<file path="config.mk">
export PLATFORM = sky130hd
export DESIGN_NAME = uv_supervisor
export DESIGN_NICKNAME = d
export VERILOG_FILES = /design/src/rtl/uvs_pkg.sv /design/src/rtl/uvs_sync.sv /design/src/rtl/uvs_low_pulse.sv /design/src/rtl/uvs_status.sv /design/src/rtl/uv_supervisor.sv
export SDC_FILE = /design/constraint.sdc
export NUM_CORES = 1
export LEC_CHECK = 0
export CAP_MARGIN = 5
export CORE_AREA = 2 2 39 41
export DETAILED_ROUTE_END_ITERATION = 10
export DIE_AREA = 0 0 41 43
export HOLD_SLACK_MARGIN = 0.12
export PLACE_DENSITY = 0.68
export SYNTH_ARGS = -nofsm -noshare
export SYNTH_HDL_FRONTEND = slang
export SYNTH_SLANG_ARGS = --single-unit
</file>
<file path="constraint.sdc">
create_clock -name clk -period 3.6 [get_ports clk]
set_input_delay 0.54 -clock clk [delete_from_list [all_inputs] [get_ports clk]]
set_output_delay 0.54 -clock clk [all_outputs]
set_load 0.01 [all_outputs]
</file>
<file path="src/rtl/uvs_pkg.sv">
package uvs_pkg;

   typedef struct packed {
      logic fault;
      logic main_uv;
      logic cp_uv;
   } uvs_stat_t;

   localparam int unsigned UVS_MIN_SYNC = 2;

endpackage

</file>
<file path="src/rtl/uvs_sync.sv">
module uvs_sync #(
   parameter int unsigned      WIDTH   = 1,
   parameter int unsigned      STAGES  = 2,
   parameter logic [WIDTH-1:0] RST_VAL = '0
) (
   input  logic             clk,
   input  logic             rst_n,
   input  logic [WIDTH-1:0] d,
   output logic [WIDTH-1:0] q
);

   logic [WIDTH-1:0] stg [STAGES];

   always_ff @(posedge clk or negedge rst_n) begin
      if (!rst_n) stg[0] <= RST_VAL;
      else        stg[0] <= d;
   end

   for (genvar i = 1; i < STAGES; i++) begin : g_stage
      always_ff @(posedge clk or negedge rst_n) begin
         if (!rst_n) stg[i] <= RST_VAL;
         else        stg[i] <= stg[i-1];
      end
   end

   assign q = stg[STAGES-1];

endmodule

</file>
<file path="src/rtl/uvs_low_pulse.sv">
module uvs_low_pulse #(
   parameter int unsigned MIN_LOW = 16
) (
   input  logic clk,
   input  logic rst_n,
   input  logic pin_s,
   output logic pulse
);

   localparam int unsigned CNT_W = $clog2(MIN_LOW + 1);
   localparam logic [CNT_W-1:0] CNT_MAX = CNT_W'(MIN_LOW);

   logic [CNT_W-1:0] low_cnt;

   always_ff @(posedge clk or negedge rst_n) begin
      if (!rst_n)                low_cnt <= '0;
      else if (pin_s)            low_cnt <= '0;
      else if (low_cnt != CNT_MAX) low_cnt <= low_cnt + 1'b1;
   end

   assign pulse = pin_s && (low_cnt == CNT_MAX);

endmodule

</file>
<file path="src/rtl/uvs_status.sv">
module uvs_status
   import uvs_pkg::*;
(
   input  logic      clk,
   input  logic      rst_n,
   input  logic      main_uv,
   input  logic      cp_uv,
   input  logic      clr,
   output uvs_stat_t stat
);

   uvs_stat_t nxt;

   always_comb begin
      nxt.main_uv = (stat.main_uv & ~clr) | main_uv;
      nxt.cp_uv   = (stat.cp_uv   & ~clr) | cp_uv;
      nxt.fault   = (stat.fault   & ~clr) | main_uv | cp_uv;
   end

   always_ff @(posedge clk or negedge rst_n) begin
      if (!rst_n) stat <= '0;
      else        stat <= nxt;
   end

endmodule

</file>
<file path="src/rtl/uv_supervisor.sv">
module uv_supervisor
   import uvs_pkg::*;
#(
   parameter int unsigned SYNC_STAGES = 2,
   parameter int unsigned RST_LOW_CYC = 16
) (
   input  logic clk,
   input  logic rst_n,
   input  logic main_uv_raw,
   input  logic cp_uv_raw,
   input  logic clr_faults,
   input  logic en_pin,
   input  logic cp_uv_dis,
   input  logic reg_mode,
   output logic drv_en,
   output logic cp_en,
   output logic fault_n,
   output logic stat_fault,
   output logic stat_main_uv,
   output logic stat_cp_uv
);

   if (SYNC_STAGES < UVS_MIN_SYNC) begin : g_bad_sync
      $error("uv_supervisor: SYNC_STAGES below minimum");
   end
   if (RST_LOW_CYC < 1) begin : g_bad_low
      $error("uv_supervisor: RST_LOW_CYC must be at least 1");
   end

   logic [1:0] flags_q;
   logic       main_q;
   logic       cp_q;
   logic       en_q;
   logic       cp_eff;
   logic       rst_pulse;
   logic       clr_any;
   uvs_stat_t  stat;

   uvs_sync #(.WIDTH(2), .STAGES(SYNC_STAGES), .RST_VAL(2'b00)) u_flag_sync (
      .clk(clk), .rst_n(rst_n), .d({main_uv_raw, cp_uv_raw}), .q(flags_q)
   );

   uvs_sync #(.WIDTH(1), .STAGES(SYNC_STAGES), .RST_VAL(1'b1)) u_en_sync (
      .clk(clk), .rst_n(rst_n), .d(en_pin), .q(en_q)
   );

   assign main_q = flags_q[1];
   assign cp_q   = flags_q[0];

   // hardware mode forces charge-pump protection on
   assign cp_eff = cp_q & ~(reg_mode & cp_uv_dis);

   uvs_low_pulse #(.MIN_LOW(RST_LOW_CYC)) u_low_pulse (
      .clk(clk), .rst_n(rst_n), .pin_s(en_q), .pulse(rst_pulse)
   );

   assign clr_any = clr_faults | rst_pulse;

   uvs_status u_status (
      .clk(clk), .rst_n(rst_n), .main_uv(main_q), .cp_uv(cp_eff),
      .clr(clr_any), .stat(stat)
   );

   assign drv_en       = ~(main_q | cp_eff);
   assign cp_en        = ~main_q;
   assign fault_n      = ~(main_q | cp_eff);
   assign stat_fault   = stat.fault;
   assign stat_main_uv = stat.main_uv;
   assign stat_cp_uv   = stat.cp_uv;

endmodule

</file>
==> impl_metrics.json <==
{
  "vias_per_cell": 4.61,
  "numCtsBuffers": 3,
  "cts.path.max_buffers": 2,
  "critical_path.slowest_cell": "sky130_fd_sc_hd__clkdlybuf4s50_1",
  "worst-endpoint-arrival_ns": 1.79,
  "initial_utilization": 0.384,
  "irDropWorstVdd_v": 0.000209,
  "grt_max_degree": 15,
  "fmax_mhz": 429,
  "delay_of_the_slowest_cell_on_the_worst_path_ns": 0.56,
  "fp.dieW_um": 41,
  "setup_viol_count_final": 0,
  "syn_area_um2": 532,
  "vias": 323,
  "grt_antenna_before_repair": 0,
  "hold_buffers": 0,
  "clock_tree.root_cell": "sky130_fd_sc_hd__clkbuf_4",
  "final.period_utilization": 0.648,
  "layout-drive-gt1-share": 0.130,
  "floorplan.die.height_um": 43,
  "largest_delay_share_family_worst_path": "buffers and inverters",
  "ys_ff_latch": 14,
  "crit_path_start_kind": "primary input",
  "gr-total-overflow": 0,
  "cts_resized": 0,
  "grt_setup_unrepaired": "false",
  "buffer_ports.inserted": 13,
  "number_of_library_cell_types_mapped_by_synthesis": 16,
  "synthesis.instances": 39,
  "detailedRoute.firstIterationViolations": 1,
  "timing.critical_path.depth": 4,
  "design_area_um2": 697,
  "post_drt_wl_per_cell_um": 10.7,
  "fillers": 133,
  "finalWorstSetupSlack_ns": 1.27,
  "tritoncts_clock_tree": "yes",
  "worst_hold_path_type": "flop to flop",
  "post-route-min-period_ns": 2.33,
  "pin_count": 14,
  "final_nets": 66,
  "synth-seq-area-share": 0.664,
  "design.die.area_um2": 1760,
  "area_growth_syn_to_layout_pct": 31.1,
  "critical_path.endpoint_type": "output pin",
  "synth_area_per_cell_um2": 13.6,
  "register_to_register_setup_slack_ns": 2.18,
  "cpMostUsedCell": "sky130_fd_sc_hd__clkdlybuf4s50_1",
  "synth.yosys.warnings": 0,
  "reg2regPathDepth": 5,
  "finalMaxSlewViolations": 0,
  "row_cnt": 14,
  "status": "complete, no violations",
  "critPathRequiredTime_ns": 3.06,
  "drt_pass1_iterations": 2,
  "finalSetupTns_ns": 0,
  "routabilityCongestion": 0.742,
  "antenna_cells_inserted": 0,
  "dpl.cell_count": 67,
  "crit_type": "primary input to output pin",
  "worstPathMaxFanout": 3,
  "core_area_um2": 1380,
  "groute.usage.overall": 0.120,
  "latest_clock_arrival_within_the_worst_skew_pair_ns": 0.27,
  "final_antenna_net_count": 0,
  "clock-sinks": 14,
  "finalNonFillerCells": 70,
  "buffers_and_inverters_on_the_worst_path": 2,
  "number_of_global_route_vias_before_repair": 318,
  "skew_ns": 0.00586,
  "worstPathCellList": "clkdlybuf4s50_1 -> a21boi_1 -> nor2_1 -> clkdlybuf4s50_1",
  "cts_htree_levels": 1,
  "postSynthNetCount": 49,
  "detailed_place_hpwl_um": 589,
  "max_slew_margin": 0.619,
  "max_cap_viols": 0,
  "post-route-drc-count": 0,
  "whs_path_depth": 0,
  "dpl_worst_slack_ns": 1.24,
  "post_cts_buffers": 0,
  "final_core_utilization": 0.504,
  "clkSlewWorstSetupHoldPaths_ns": 0.07,
  "placement.cell_area_um2": 674,
  "finalHoldViolCount": 0,
  "grt_pass1_wl_mm": 1.30,
  "totalWireLength_um": 752,
  "cellLeakagePower_nw": 0.306,
  "p_per_area_nw_per_um2": 415,
  "worst_pin_slew_ns": 0.569
}
cell usage in the layout, fill, tap and decap left out:
| cell | n |
|---|---|
| sky130_fd_sc_hd__ha_1 | 2 |
| sky130_fd_sc_hd__a21o_1 | 2 |
| sky130_fd_sc_hd__a21oi_2 | 1 |
| sky130_fd_sc_hd__xnor2_1 | 2 |
| sky130_fd_sc_hd__dfrtp_1 | 12 |
| sky130_fd_sc_hd__clkbuf_4 | 3 |
| sky130_fd_sc_hd__nor3_1 | 1 |
| sky130_fd_sc_hd__a211o_1 | 1 |
| sky130_fd_sc_hd__inv_1 | 3 |
| sky130_fd_sc_hd__and4bb_4 | 1 |
| sky130_fd_sc_hd__a21boi_1 | 1 |
| sky130_fd_sc_hd__nand3_1 | 2 |
| sky130_fd_sc_hd__xor2_1 | 2 |
| sky130_fd_sc_hd__nor2_1 | 5 |
| sky130_fd_sc_hd__clkdlybuf4s50_1 | 13 |
| sky130_fd_sc_hd__dfstp_2 | 2 |
| sky130_fd_sc_hd__mux2i_1 | 1 |
layout make-up:
class | instances | area [um^2] | share of cell area
clock buffers | 3 | 22.5 | 0.0323
inverters | 3 | 11.3 | 0.0162
multi-input cells | 21 | 160 | 0.230
flip-flops and latches | 14 | 353 | 0.506
well taps | 16 | 20.0 | 0.0287
repair buffers | 13 | 130 | 0.187
cells by family after synthesis:
logic type / Yosys count / synth area share
muxes: 1 / 0.0188
xor gates and xnor gates: 4 / 0.0659
AOI/OAI and AO/OA: 5 / 0.0753
DFF: 14 / 0.664
adders and majority gates: 2 / 0.0471
buffers and inverters: 4 / 0.0353
and+or+nand+nor: 9 / 0.0941
worst paths after layout:
path	start	end
max	reg_mode	drv_en
min	u_flag_sync.stg[3]	u_flag_sync.q[1]
max reg2reg	u_low_pulse.low_cnt[0]	u_status.stat[2]
min reg2reg	u_flag_sync.stg[3]	u_flag_sync.q[1]
max in group asynchronous	rst_n	u_en_sync.stg[1]
min in group asynchronous	rst_n	u_status.stat[1]
metal layers:
metal  GRT usage  share of wire
met2       0.175           0.48
met1       0.127           0.39
met4       0.140          0.061
met3      0.0157          0.068
met5           0              0
per-stage QoR:
step                power [mW]  hold slack [ns]
CTS                      0.294            0.353
global route             0.307            0.361
floorplan                0.189            0.244
finish                   0.289            0.349
global placement         0.209            0.333
detailed placement       0.210            0.336
synth_stat cells:
master,instances,share of area
sky130_fd_sc_hd__dfrtp_1,12,0.56
sky130_fd_sc_hd__nor2_1,5,0.035
sky130_fd_sc_hd__inv_1,3,0.021
sky130_fd_sc_hd__a21o_1,2,0.028
sky130_fd_sc_hd__dfstp_2,2,0.099
sky130_fd_sc_hd__ha_1,2,0.047
sky130_fd_sc_hd__nand3_1,2,0.019
sky130_fd_sc_hd__xnor2_1,2,0.033
sky130_fd_sc_hd__xor2_1,2,0.033
sky130_fd_sc_hd__a211o_1,1,0.016
sky130_fd_sc_hd__a21boi_1,1,0.014
sky130_fd_sc_hd__a21oi_2,1,0.016
sky130_fd_sc_hd__and4bb_4,1,0.031
sky130_fd_sc_hd__buf_4,1,0.014
sky130_fd_sc_hd__mux2i_1,1,0.019
sky130_fd_sc_hd__nor3_1,1,0.0094
flip-flops by register name, summed over array words and instances (netlist names):
| signal | count |
|---|---|
| u_en_sync.q | 1 |
| u_en_sync.stg | 1 |
| u_flag_sync.q | 2 |
| u_flag_sync.stg | 2 |
| u_low_pulse.low_cnt | 5 |
| u_status.stat | 3 |
power by group:
group	internal [mW]	total, mW	leakage [nW]	switching [mW]
Combinational	0.0207	0.0339	0.125	0.0133
Sequential	0.167	0.173	0.167	0.00584
Clock	0.0388	0.0826	0.0138	0.0438
No activity file was read; power rests on OpenSTA's default activity.
